### src/rtl/secded72_codec.sv
module secded72_codec #(
  parameter int PIPE = 1,
  localparam int DW = 64,
  localparam int CW = 8,
  localparam int NB = DW + CW,
  localparam int IW = $clog2(NB)
) (
  input  logic          clk,
  input  logic          rst_n,
  input  logic [DW-1:0] wr_data,
  output logic [CW-1:0] wr_check,
  input  logic [DW-1:0] rd_data,
  input  logic [CW-1:0] rd_check,
  output logic [DW-1:0] fix_data,
  output logic [CW-1:0] syndrome,
  output logic          err_ce,
  output logic          err_ue,
  output logic [IW-1:0] flip_idx,
  output logic          flip_vld
);

  function automatic logic [CW-1:0] col(input int i);
    case (i)
      0: col = 8'hF4;  1: col = 8'hF1;  2: col = 8'hEC;  3: col = 8'hEA;
      4: col = 8'hE9;  5: col = 8'hE6;  6: col = 8'hE5;  7: col = 8'hE3;
      8: col = 8'hDC;  9: col = 8'hDA; 10: col = 8'hD9; 11: col = 8'hD6;
     12: col = 8'hD5; 13: col = 8'hD3; 14: col = 8'hCE; 15: col = 8'hCB;
     16: col = 8'hB5; 17: col = 8'hB0; 18: col = 8'hAD; 19: col = 8'hAB;
     20: col = 8'hA8; 21: col = 8'hA7; 22: col = 8'hA4; 23: col = 8'hA2;
     24: col = 8'h9D; 25: col = 8'h9B; 26: col = 8'h98; 27: col = 8'h97;
     28: col = 8'h94; 29: col = 8'h92; 30: col = 8'h8F; 31: col = 8'h8A;
     32: col = 8'h75; 33: col = 8'h70; 34: col = 8'h6D; 35: col = 8'h6B;
     36: col = 8'h68; 37: col = 8'h67; 38: col = 8'h64; 39: col = 8'h62;
     40: col = 8'h5E; 41: col = 8'h5B; 42: col = 8'h58; 43: col = 8'h57;
     44: col = 8'h54; 45: col = 8'h52; 46: col = 8'h4F; 47: col = 8'h4A;
     48: col = 8'h34; 49: col = 8'h31; 50: col = 8'h2C; 51: col = 8'h2A;
     52: col = 8'h29; 53: col = 8'h26; 54: col = 8'h25; 55: col = 8'h23;
     56: col = 8'h1C; 57: col = 8'h1A; 58: col = 8'h19; 59: col = 8'h16;
     60: col = 8'h15; 61: col = 8'h13; 62: col = 8'h0E; 63: col = 8'h0B;
      default: col = '0;
    endcase
  endfunction

  function automatic logic [CW-1:0] enc(input logic [DW-1:0] d);
    logic [CW-1:0] c;
    c = '0;
    for (int i = 0; i < DW; i++) c = c ^ (d[i] ? col(i) : '0);
    return c;
  endfunction

  logic [CW-1:0] syn_c;
  logic [DW-1:0] hit;
  logic          chk_hit, ce_c, ue_c;
  logic [IW-1:0] idx_c;
  logic [DW-1:0] fix_c;

  assign wr_check = enc(wr_data);
  assign syn_c    = rd_check ^ enc(rd_data);

  always_comb begin
    hit     = '0;
    chk_hit = 1'b0;
    idx_c   = '0;
    for (int i = 0; i < DW; i++) begin
      hit[i] = (syn_c == col(i));
      if (hit[i]) idx_c = IW'(i);
    end
    for (int j = 0; j < CW; j++) begin
      if (syn_c == (CW'(1) << j)) begin
        chk_hit = 1'b1;
        idx_c   = IW'(DW + j);
      end
    end
  end

  assign ce_c  = (|hit) | chk_hit;
  assign ue_c  = (syn_c != '0) && !ce_c;
  assign fix_c = rd_data ^ hit;

  generate
    if (PIPE != 0) begin : g_reg
      always_ff @(posedge clk) begin
        if (!rst_n) begin
          fix_data <= '0;
          syndrome <= '0;
          err_ce   <= 1'b0;
          err_ue   <= 1'b0;
          flip_idx <= '0;
          flip_vld <= 1'b0;
        end else begin
          fix_data <= fix_c;
          syndrome <= syn_c;
          err_ce   <= ce_c;
          err_ue   <= ue_c;
          flip_idx <= idx_c;
          flip_vld <= ce_c;
        end
      end
    end else begin : g_comb
      assign fix_data = fix_c;
      assign syndrome = syn_c;
      assign err_ce   = ce_c;
      assign err_ue   = ue_c;
      assign flip_idx = idx_c;
      assign flip_vld = ce_c;
    end
  endgenerate


  clean_pass_chk: assert property (@(posedge clk) disable iff (!rst_n)
    (syn_c == '0) |-> (fix_c == rd_data && !ce_c && !ue_c));


  single_fix_chk: assert property (@(posedge clk) disable iff (!rst_n)
    ce_c |-> ($countones(fix_c ^ rd_data) <= 1 && $countones(syn_c) % 2 == 1));


  ue_pass_chk: assert property (@(posedge clk) disable iff (!rst_n)
    ue_c |-> (fix_c == rd_data));


  even_syn_ue_chk: assert property (@(posedge clk) disable iff (!rst_n)
    (syn_c != '0 && $countones(syn_c) % 2 == 0) |-> ue_c);


  flag_excl_chk: assert property (@(posedge clk) disable iff (!rst_n)
    !(err_ce && err_ue));


  idx_range_chk: assert property (@(posedge clk) disable iff (!rst_n)
    flip_vld |-> (flip_idx < IW'(NB)));

endmodule

### config.mk
export PLATFORM = sky130hd
export DESIGN_NAME = secded72_codec
export DESIGN_NICKNAME = d
export VERILOG_FILES = /design/src/rtl/secded72_codec.sv
export SDC_FILE = /design/constraint.sdc
export NUM_CORES = 1
export LEC_CHECK = 0
export BUFFER_PORTS_ARGS = -buffer_cell sky130_fd_sc_hd__buf_2
export CAP_MARGIN = 20
export CORE_ASPECT_RATIO = 0.5
export CORE_MARGIN = 10
export CORE_UTILIZATION = 35
export CTS_CLUSTER_SIZE = 25
export DETAILED_ROUTE_END_ITERATION = 8
export SLEW_MARGIN = 40
export SYNTH_ARGS = -nofsm -noshare
export SYNTH_HDL_FRONTEND = slang
export SYNTH_SLANG_ARGS = --single-unit
### constraint.sdc
create_clock -name clk -period 3.42 [get_ports clk]
set_input_delay 0.684 -clock clk [delete_from_list [all_inputs] [get_ports clk]]
set_output_delay 0.684 -clock clk [all_outputs]
set_load 0.03 [all_outputs]
### Word level (Yosys, flattened, before mapping)

Cells that the tools add are included.

* reductions and logical operators: 5
* eq/ne operators: 72
* bitwise gates (word level): 130
* mux-type cells: 207

Operators with widths (number)
* $mux W7: 100
* $mux W8: 64
* $xor A8 B8 Y8: 63
* $eq A8 B8 Y1 const B: 33
* $xor A8 B7 Y8: 32
* $eq A8 B7 Y1 const B: 17
* $xor A8 B6 Y8: 16
* $mux W6: 16
* $xor A8 B5 Y8: 12
* $eq A8 B6 Y1 const B: 9
* $reduce_or A64 Y1: 1
* $xor A64 B64 Y64: 1
* $mux W5: 12
* $eq A8 B5 Y1 const B: 7
* $xor A8 B4 Y8: 4
* $eq A8 B4 Y1 const B: 3
* $mux W4: 4
* $mux W1: 9
* $reduce_or A9 Y1: 1
* $eq A8 B1 Y1 const B: 1
* $eq A8 B2 Y1 const B: 1
* $eq A8 B3 Y1 const B: 1
* $reduce_bool A8 Y1: 1
* $mux W2: 2
* other kinds (4): 4

* bits of input ports: 138
* output and inout bits: 90
* word-level logic and storage cells: 420
* register bits after elaboration: 81

### Logic depth before layout (Yosys ltp)

Gate-level depths: netlist of the first run.

* depth in word-level cells: 137
* mapped depth: 14
* mapped depth without buffers: 11

### Worst setup path before layout of the first run

No wires, ideal clock.

* kind: input to register
* from: in rd_data[37]
* to: reg flip_vld
* path slack: -0.063 ns
* setup time: 0.059 ns
* arrival: 3.423 ns
* buffers on the path: 1
* cell stages on the path: 12
* required time: 3.361 ns
* path through: buf_2 xnor3_1 xnor2_2 xnor2_1 xor3_2 or3_4 and2_4 or4_4 o311ai_1 a211oi_1 nand4_1 and2_1

* cells in the longest elaborated chain, start to end: 39
* elaborated cells between the ends (all ways): 111
* classes of those cells: eq/ne: 72; mux: 9; bitwise: 29; reduce/logical: 1

RTL lines
* start, declared: line 12 `input logic [DW-1:0] rd_data,`
* $mux W7 (*): line 47 `for (int i = 0; i < DW; i++) c = c ^ (d[i] ? col(i) : '0);`
* $xor A8 B7 Y8 (*) (11 in a row): line 47
* $xor A8 B6 Y8 (*) (8 in a row): line 47
* $xor A8 B5 Y8 (*) (6 in a row): line 47
* $xor A8 B4 Y8 (*) (2 in a row): line 47
* $xor A8 B8 Y8 (*): line 58 `assign syn_c = rd_check ^ enc(rd_data);`
* $eq A8 B1 Y1: line 69 `if (syn_c == (CW'(1) << j)) begin`
* $mux W1 (8 in a row): line 69
* $or A1 B1 Y1 (*): line 76 `assign ce_c = (|hit) | chk_hit;`
* end signal, assigned: line 89 `flip_vld <= 1'b0;`
* end signal, assigned: line 96 `flip_vld <= ce_c;`
* end, declared: line 19 `output logic flip_vld`

Mark *: on every way between the ends. The rest lies on a longest branch, timed or not.
A chain may end at the register's enable or synchronous reset.

### Worst setup path after layout of the first run

* from: in rd_data[16]
* to: reg fix_data[5]

* cells in the longest elaborated chain, start to end: 52

RTL lines
* $mux W8: line 47
* $xor A8 B8 Y8 (16 in a row): line 47
* $xor A8 B7 Y8 (16 in a row): line 47
* $xor A8 B6 Y8 (8 in a row): line 47
* $xor A8 B5 Y8 (6 in a row): line 47
* $xor A8 B4 Y8 (2 in a row): line 47
* $xor A8 B8 Y8: line 58
* $eq A8 B8 Y1: line 65 `hit[i] = (syn_c == col(i));`
* $xor A64 B64 Y64: line 78 `assign fix_c = rd_data ^ hit;`
* end signal, assigned: line 91 `fix_data <= fix_c;`
* end, declared: line 14 `output logic [DW-1:0] fix_data,`

No other way between the ends.

==> results of run 1 <==
==> layout make-up <==
| class | count | area, um^2 | share of cell area |
|---|---|---|---|
| clock buffers | 9 | 225 | 0.0196 |
| flip-flops and latches | 81 | 1620 | 0.141 |
| clock inverters | 7 | 78.8 | 0.00687 |
| repair buffers | 483 | 3160 | 0.276 |
| multi-input cells | 676 | 6030 | 0.526 |
| inverters | 3 | 11.3 | 0.000982 |
| well taps | 266 | 333 | 0.0290 |
==> critical path: stages <==
cell	delay, ns
buf_4	0.13
xor2_1	0.18
xnor3_2	0.55
xnor2_2	0.30
xnor2_4	0.10
buf_12	0.15
xnor2_4	0.13
buf_4	0.17
buf_4	0.16
or3_4	0.42
buf_4	0.17
buf_4	0.16
or3_1	0.30
a21boi_1	0.19
==> final timing paths <==
| check | slack [ns] | to | from | depth (start not counted) |
|---|---|---|---|---|
| hold / removal | 0.64 | fix_data[55] | rd_data[55] | 3 |
| setup / recovery | -0.11 | fix_data[5] | rd_data[16] | 14 |
==> layout by cell type, fill, tap and decap left out, types with 7 or more instances in the layout <==
master | netlist | routed
and2_1 | 43 | 43
nor2_1 | 37 | 34
a21oi_1 | 17 | 14
nand2_2 | 4 | 13
nand3_2 | 0 | 7
nand3_1 | 26 | 19
xor2_1 | 69 | 65
a21boi_0 | 25 | 20
xnor3_1 | 19 | 9
clkbuf_16 | 0 | 9
dfxtp_1 | 81 | 81
buf_6 | 0 | 12
nor3_1 | 12 | 7
a21boi_1 | 6 | 11
buf_2 | 9 | 223
xnor2_4 | 4 | 8
xnor2_2 | 11 | 29
o21ai_0 | 38 | 33
nand2_1 | 47 | 36
xnor3_2 | 2 | 12
xnor2_1 | 211 | 189
or3_1 | 34 | 30
buf_4 | 2 | 243
==> cells in the mapped netlist, drive strengths merged, types with 17 or more instances <==
| master | n |
|---|---|
| nand3 | 26 |
| or3 | 35 |
| dfxtp | 81 |
| xnor3 | 21 |
| a21boi | 31 |
| nand2 | 52 |
| xnor2 | 226 |
| and2 | 44 |
| a21oi | 17 |
| nor2 | 41 |
| o21ai | 38 |
| xor2 | 71 |
==> logic make-up after synthesis <==
family                 synth area share
AO/OA/AOI/OAI                     0.116
XOR/XNOR                          0.471
buffers and inverters            0.0167
flip-flops                        0.225
multiplexers                    0.00295
AND/OR/NAND/NOR                   0.168
==> flip-flops by register name, summed over array words and instances (netlist names) <==
name      flops
syndrome      8
flip_vld      1
err_ue        1
flip_idx      7
fix_data     64
==> report_power, final <==
| part | internal (mW) | switching [mW] | total (mW) |
|---|---|---|---|
| Combinational | 5.66 | 6.82 | 12.5 |
| Clock | 0.574 | 0.443 | 1.02 |
| Sequential | 1.09 | 0.0327 | 1.12 |
| Total | 7.33 | 7.29 | 14.6 |
==> per-layer routing <==
| metal | vias to the layer above | share of wire | wire [um] | track usage |
|---|---|---|---|---|
| li1 | 3582 | - | - | - |
| met1 | 3623 | 0.46 | 14500 | 0.295 |
| met2 | 309 | 0.46 | 14600 | 0.360 |
| met3 | 24 | 0.070 | 2240 | 0.0507 |
| met4 | 0 | 0.015 | 467 | 0.0558 |
| met5 | - | 0 | 0 | 0 |
==> what timing repair did <==
item	4_1_cts	5_1_grt
pin swaps	15	26
endpoints found under the setup margin	36	42
setup buffers	6	12
resized for setup	40	89
==> metrics by stage <==
stage / area, um^2 / util / setup WS (ns) / setup TNS [ns] / instances
6_report: 11500 / 0.579 / -0.108 / -0.707 / 1525
4_1_cts: 10900 / 0.551 / -0.0481 / -0.215 / 1514
2_1_floorplan: 7220 / - / -0.0203 / -0.0240 / 784
5_1_grt: 11500 / 0.579 / -0.178 / -1.72 / 1525
3_3_place_gp: 10400 / 0.525 / -0.681 / -25.24 / 1493
3_5_place_dp: 10400 / 0.525 / -0.748 / -25.18 / 1493
==> impl_metrics.py, run 1 <==
metrics = {
    "grt": {
        "grt_pass1_vias": 7848,
        "overflow": 0,
        "grt_pass1_wl_mm": 46.6,
        "antenna_found_initial": 0,
        "groute.usage.overall": 0.223,
        "grt_max_degree": 42,
    },
    "finish": {
        "antennaDiodeCount": 0,
        "nets": 1392,
        "layout-drive-gt1-share": 0.498,
        "fill_cells": 1814,
        "syn_to_final_growth_pct": 59.2,
    },
    "synth": {
        "synth_warnings": 0,
        "ys_seq_area_frac": 0.225,
        "synth_area_um2": 7200,
        "synthTopCellsByArea": "xnor2_1 (26%), dfxtp_1 (23%), xor2_1 (8.4%)",
        "ys.flop_type": "dfxtp_1",
        "ys_seq_elements": 81,
        "synth_edf_count": 0,
        "syn-num-nets": 922,
        "ys_async_sr_fraction": 0,
        "synth_cell_types": 61,
        "synth_cells": 784,
        "yosys.area.top_type_share": 0.257,
        "synth.avg_cell_area_um2": 9.19,
        "synth_top_area_cell": "xnor2_1",
    },
    "detailed_routing": {
        "drt_wl_total_mm": 31.8,
        "ant_nets": 0,
        "via_per_inst": 4.94,
        "drtIter0Drc": 455,
        "drt_pre_antenna_iters": 6,
        "vias": 7538,
        "drc_errors": 0,
        "wire_per_inst_um": 20.8,
    },
    "run_status": {
        "status": "finished, violations left",
        "violations": "negative setup slack",
    },
    "worst_setup_path": {
        "cp-start-kind": "primary input",
        "crit_fanout": 10,
        "worstSetupEndpointType": "flip-flop",
        "crit_type": "in -> reg",
        "cp_data_required_time_ns": 3.70,
        "critPathArrivalTime_ns": 3.80,
    },
    "cts": {
        "clock_sinks": 81,
        "cts_tree": "built",
        "cts_root_buf": "clkbuf_16",
        "hold_buffers": 0,
        "cts_max_level": 3,
        "clkSlewWorstSetupHoldPaths_ns": 0.07,
        "max-clock-path-buffers": 2,
        "cts_made_buffers": 9,
    },
    "placement": {
        "dp_hpwl_mm": 26.9,
        "place_congestion": 0.984,
        "portBuffers": 227,
    },
    "floorplan": {
        "core-area_um2": 19800,
        "die_area_um2": 27100,
        "die_x_um": 223,
        "placement_rows": 36,
        "io-pin-count": 228,
        "die_y_um": 121,
        "start_util": 0.363,
    },
    "timing": {
        "min_period_ns": 3.53,
        "relSlewSlack": 0.546,
        "setup_viol": 10,
        "drv_slew": 0,
        "hold_ws_ns": 0.639,
        "period_share": 1.03,
        "tightest_slew_ns": 0.681,
        "rsz0062_at_grt": "true",
        "hold_violations": 0,
        "fin_ws_ns": -0.108,
        "fmax_ghz": 0.283,
    },
    "power": {
        "p_leak_nw": 5.22,
        "power.total_mw": 14.6,
        "irDropWorstVdd_v": 0.000675,
        "powerDensity_nw_per_um2": 1270,
    },
    "run": {
        "cap_violations": 0,
    },
    "worst_hold_path": {
        "worstHoldPathType": "in -> reg",
    },
}
Power figures use the tool's default switching activity.
==> run 2, diff against run 1 <==
--- a/config.mk
+++ b/config.mk
@@ -8,10 +8,12 @@
 export BUFFER_PORTS_ARGS = -buffer_cell sky130_fd_sc_hd__buf_2
 export CAP_MARGIN = 20
 export CORE_ASPECT_RATIO = 0.5
-export CORE_MARGIN = 10
+export CORE_MARGIN = 2
 export CORE_UTILIZATION = 35
 export CTS_CLUSTER_SIZE = 25
 export DETAILED_ROUTE_END_ITERATION = 8
+export RECOVER_POWER = 100
+export SKIP_LAST_GASP = 1
 export SLEW_MARGIN = 40
 export SYNTH_ARGS = -nofsm -noshare
 export SYNTH_HDL_FRONTEND = slang
==> impl_metrics.py, run 2 (synthesis results as in run 1) <==
metrics = {
    "run_status": {
        "status": "finished, violations left",
        "violations": "negative setup slack",
    },
    "cts": {
        "cts_tree": "built",
        "hold_buffers": 0,
        "cts_max_level": 3,
        "clkSlewWorstSetupHoldPaths_ns": 0.07,
        "cts_made_buffers": 9,
        "clock_sinks": 81,
        "cts_root_buf": "clkbuf_16",
        "max-clock-path-buffers": 2,
    },
    "finish": {
        "final_util": 0.575,
        "nets": 1397,
        "antennaDiodeCount": 0,
        "largest_reg_flops": 64,
        "syn_to_final_growth_pct": 62.7,
        "layout_commonest_cell": "buf_4",
        "mostFrequentLayoutCells": "buf_4 (245), xnor2_1 (177), buf_2 (125), clkbuf_1 (88), dfxtp_1 (81)",
        "layout-drive-gt1-share": 0.435,
        "biggestRegsByFlops": "fix_data: 64 flops, syndrome: 8 flops, flip_idx: 7 flops",
        "regMostFlops": "fix_data",
    },
    "timing": {
        "relSlewSlack": 0.493,
        "hold_violations": 0,
        "fin_ws_ns": -0.123,
        "period_share": 1.04,
        "fmax_ghz": 0.282,
        "setup_viol": 7,
        "rsz0062_at_grt": "true",
        "min_period_ns": 3.54,
        "tightest_slew_ns": 0.760,
        "drv_slew": 0,
    },
    "floorplan": {
        "io-pin-count": 228,
        "core-area_um2": 20400,
        "placement_rows": 37,
        "die_x_um": 207,
        "die_y_um": 105,
        "start_util": 0.354,
        "die_area_um2": 21800,
    },
    "worst_setup_path": {
        "cp-start-kind": "primary input",
        "crit_fanout": 5,
        "path_cells": "buf_4 -> xnor2_2 -> xnor3_2 -> xnor2_2 -> xnor2_4 -> xnor2_4 -> buf_4 -> nor2_2 -> nand2_1 -> a21oi_1 -> nor4_1 -> nand3_1 -> o41a_1",
        "worstSetupEndpointType": "flip-flop",
        "cpPeakStageDelay_ns": 0.56,
        "cpMaxStageDelayCell": "xnor3_2",
        "critPathArrivalTime_ns": 3.78,
        "crit_type": "in -> reg",
        "cp_data_required_time_ns": 3.66,
    },
    "detailed_routing": {
        "wire_per_inst_um": 19.1,
        "drtIter0Drc": 453,
        "drc_errors": 0,
        "drt_wl_total_mm": 29.3,
        "drt_pre_antenna_iters": 5,
        "ant_nets": 0,
        "vias": 7474,
        "via_per_inst": 4.86,
    },
    "power": {
        "power.total_mw": 14.6,
        "powerDensity_nw_per_um2": 1240,
        "p_comb_frac": 0.846,
        "p_clk_frac": 0.077,
        "internal_power_mw": 7.42,
        "pwr-share-seq": 0.077,
        "p_leak_nw": 5.06,
        "irDropWorstVdd_v": 0.000685,
        "p_sw_mw": 7.13,
        "sw_frac_of_total": 0.490,
    },
    "placement": {
        "dp_hpwl_mm": 24.7,
        "place_congestion": 0.937,
        "portBuffers": 227,
    },
    "grt": {
        "grt.busiest_layer": "met2",
        "groute.usage.overall": 0.271,
        "antenna_found_initial": 0,
        "grt_max_degree": 43,
        "grt_pass1_wl_mm": 43.4,
        "grt_pass1_vias": 7478,
        "met2_usage": 0.430,
        "overflow": 0,
        "use_met3": 0.0427,
        "grt_util_met1": 0.377,
    },
    "run": {
        "cap_violations": 0,
    },
    "worst_hold_path": {
        "worstHoldPathType": "in -> reg",
    },
}
## run 2: changes by cell type in the layout (fill, tap and decap cells not counted), sizes merged
cell,previous run,this run
buf,482,389
bufinv,1,2
xor3,5,6
clkinv,2,1
inv,5,6
clkinvlp,2,0
clkbuf,10,108
## run 2: stage by stage
step	cells	setup WS, ns	setup TNS (ns)	instance area [um^2]	hold WS, ns
2_1_floorplan	784	-0.0203	-0.0240	7220	0.840
3_3_place_gp	1497	-0.821	-30.05	10400	1.01
3_5_place_dp	1497	-0.735	-30.17	10400	1.01
4_1_cts	1526	-0.0729	-0.217	11200	0.634
5_1_grt	1537	-0.164	-2.22	11700	0.661
6_report	1537	-0.123	-0.467	11700	0.646
## run 2: power groups by stage
stage          registers, mW  logic (mW)  clock network [mW]
2_1_floorplan           1.40        5.17                   0
3_3_place_gp            1.14        10.4                   0
3_5_place_dp            1.14        10.4                   0
4_1_cts                 1.12        11.4                1.15
5_1_grt                 1.14        13.0                1.18
6_report                1.13        12.3                1.12
## run 2: layout make-up
type	instances	area [um^2]
Inverter	3	11.3
Fill cell	1876	8650
Clock buffer	10	239
Multi-Input combinational cell	677	6290
Tap cell	273	342
Clock inverter	6	97.6
Timing Repair Buffer	487	3120
Sequential cell	81	1620
## run 2: timing repair
action                                  CTS  global route
gates cloned                              1             0
endpoints found under the hold margin     0             0
buffers inserted                         13            15
resized for setup                        75           102
endpoints found under the setup margin   48            44
pin swaps                                30            30
## run 2: worst paths after layout
path	from	endpoint	slack, ns	cells past startpoint
worst min-delay path	rd_data[21]	fix_data[21]	0.65	3
worst max-delay path	rd_data[60]	flip_idx[1]	-0.12	13
## run 2: critical path, delay by kind of cell
family | cells | cell delay (ns)
AOI/OAI and AO/OA | 2 | 0.55
buffers and inverters | 2 | 0.31
and+or+nand+nor | 4 | 0.72
xor gates and xnor gates | 5 | 1.50
## run 2: metal layers
layer  wire length (um)  vias up
met1              13400     3550
met5                  0        -
met3               2100       34
met2              13200      294
met4                635        0
li1                   -     3596
==> run 3, diff against run 2 <==
--- a/config.mk
+++ b/config.mk
@@ -5,11 +5,12 @@
 export SDC_FILE = /design/constraint.sdc
 export NUM_CORES = 1
 export LEC_CHECK = 0
-export BUFFER_PORTS_ARGS = -buffer_cell sky130_fd_sc_hd__buf_2
+export BUFFER_PORTS_ARGS = -buffer_cell sky130_fd_sc_hd__clkbuf_2
 export CAP_MARGIN = 20
 export CORE_ASPECT_RATIO = 0.5
 export CORE_MARGIN = 2
 export CORE_UTILIZATION = 35
+export CTS_CLUSTER_DIAMETER = 150
 export CTS_CLUSTER_SIZE = 25
 export DETAILED_ROUTE_END_ITERATION = 8
 export RECOVER_POWER = 100
==> impl_metrics.py, run 3 (synthesis results as in run 1) <==
metrics = {
    "run_status": {
        "status": "finished, violations left",
        "violations": "negative setup slack",
    },
    "cts": {
        "cts_max_level": 3,
        "hold_buffers": 0,
        "clock_sinks": 81,
        "clkSlewWorstSetupHoldPaths_ns": 0.07,
        "cts_made_buffers": 9,
        "cts_root_buf": "clkbuf_16",
        "cts_tree": "built",
        "max-clock-path-buffers": 2,
    },
    "timing": {
        "min_period_ns": 3.46,
        "tns_ns": -0.169,
        "fmax_ghz": 0.289,
        "tightest_slew_ns": 0.577,
        "drv_slew": 0,
        "setup_viol": 9,
        "fin_ws_ns": -0.0381,
        "hold_violations": 0,
        "rsz0062_at_grt": "true",
        "relSlewSlack": 0.616,
        "period_share": 1.01,
    },
    "worst_setup_path": {
        "worstSetupEndpointType": "flip-flop",
        "cpPeakStageDelay_ns": 0.55,
        "cp-start-kind": "primary input",
        "critPathArrivalTime_ns": 3.69,
        "crit_type": "in -> reg",
        "cpMaxStageDelayCell": "xor3_2",
        "crit_fanout": 8,
        "cp_data_required_time_ns": 3.65,
        "path_cells": "clkbuf_2 -> xnor2_2 -> xnor2_2 -> xnor2_1 -> buf_4 -> xor3_2 -> nand3_1 -> nand2_2 -> nand2_2 -> buf_4 -> inv_1 -> o21ai_2 -> nand3_1 -> o41a_1",
    },
    "finish": {
        "layout-drive-gt1-share": 0.469,
        "regArea_um2": 1620,
        "antennaDiodeCount": 0,
        "final_cell_area_um2": 12200,
        "fill_cells": 1788,
        "largest_reg_flops": 64,
        "syn_to_final_growth_pct": 69.7,
        "regMostFlops": "fix_data",
        "multi_input_area_um2": 6590,
        "nets": 1399,
        "layout_commonest_cell": "buf_4",
        "finalNonFillerCells": 1539,
        "biggestRegsByFlops": "fix_data: 64 flops, syndrome: 8 flops, flip_idx: 7 flops",
        "mostFrequentLayoutCells": "buf_4 (239), xnor2_1 (173), clkbuf_2 (116), clkbuf_1 (82), dfxtp_1 (81)",
    },
    "placement": {
        "dp_hpwl_mm": 24.7,
        "place_congestion": 0.988,
        "place_inst": 1494,
        "portBuffers": 227,
        "placedInstanceArea_um2": 10400,
    },
    "detailed_routing": {
        "drt_wl_total_mm": 30.3,
        "ant_nets": 0,
        "wire_per_inst_um": 19.7,
        "drt_pre_antenna_iters": 7,
        "vias": 7590,
        "drc_errors": 0,
        "drtIter0Drc": 493,
        "via_per_inst": 4.93,
    },
    "power": {
        "p_leak_nw": 5.20,
        "irDropWorstVdd_v": 0.000646,
        "powerDensity_nw_per_um2": 1320,
        "power.total_mw": 16.1,
    },
    "floorplan": {
        "start_util": 0.354,
        "core-area_um2": 20400,
        "io-pin-count": 228,
        "die_y_um": 105,
        "placement_rows": 37,
        "die_area_um2": 21800,
        "die_x_um": 207,
    },
    "worst_hold_path": {
        "worstHoldPathType": "in -> reg",
    },
    "grt": {
        "use_met3": 0.0417,
        "grt_pass1_wl_mm": 43.7,
        "groute.usage.overall": 0.270,
        "grt_util_met1": 0.382,
        "grt.busiest_layer": "met2",
        "grt_max_degree": 36,
        "antenna_found_initial": 0,
        "overflow": 0,
        "met2_usage": 0.425,
        "grt_pass1_vias": 7599,
    },
    "run": {
        "cap_violations": 0,
    },
}
## run 3: changes by cell type in the layout (fill, tap and decap cells not counted), sizes merged
cell / delta
clkbuf: +101
buf: -99
clkinvlp: +2
clkinv: -1
xor3: -1
## run 3: repair_timing
| item | CTS | global route |
|---|---|---|
| pin swaps | 32 | 85 |
| gates resized for setup | 81 | 220 |
| setup endpoints to repair | 41 | 66 |
| buffers inserted | 12 | 28 |
## run 3: routing by layer
metal  up-vias  share of wire
met5         -              0
met4         0          0.022
met3        43          0.077
met2       334           0.45
met1      3626           0.45
li1       3587              -
## run 3: final cells by class
class                   count  share of cell area
clock buffers               9              0.0184
repair buffers            490               0.273
inverters                   3            0.000921
well taps                 273              0.0280
multi-input cells         676               0.539
flip-flops and latches     81               0.133
clock inverters             7             0.00829
## run 3: final timing paths
kind / start / endpoint / slack [ns] / cells after the start
hold / removal: rd_data[5] / fix_data[5] / 0.64 / 3
setup / recovery: rd_data[11] / flip_idx[0] / -0.04 / 14
## run 3: power by group
| part | internal, mW | switching [mW] |
|---|---|---|
| combinational | 6.47 | 7.43 |
| clock | 0.647 | 0.436 |
| sequential | 1.09 | 0.0391 |
| total | 8.20 | 7.90 |
## run 3: metrics by stage
| stage | worst slack (ns) | utilization | hold WS [ns] |
|---|---|---|---|
| global route | -0.177 | 0.600 | 0.630 |
| detailed placement | -0.772 | 0.509 | 0.988 |
| global placement | -0.777 | 0.509 | 1.00 |
| floorplan | -0.0203 | - | 0.840 |
| CTS | -0.155 | 0.548 | 0.622 |
| finish | -0.0381 | 0.600 | 0.639 |
## run 3: critical path, delay by kind of cell
family / cells / cell delay (ns)
simple gates: 4 / 0.57
buf+inv: 4 / 0.57
xor+xnor: 4 / 1.24
compound gates: 2 / 0.61
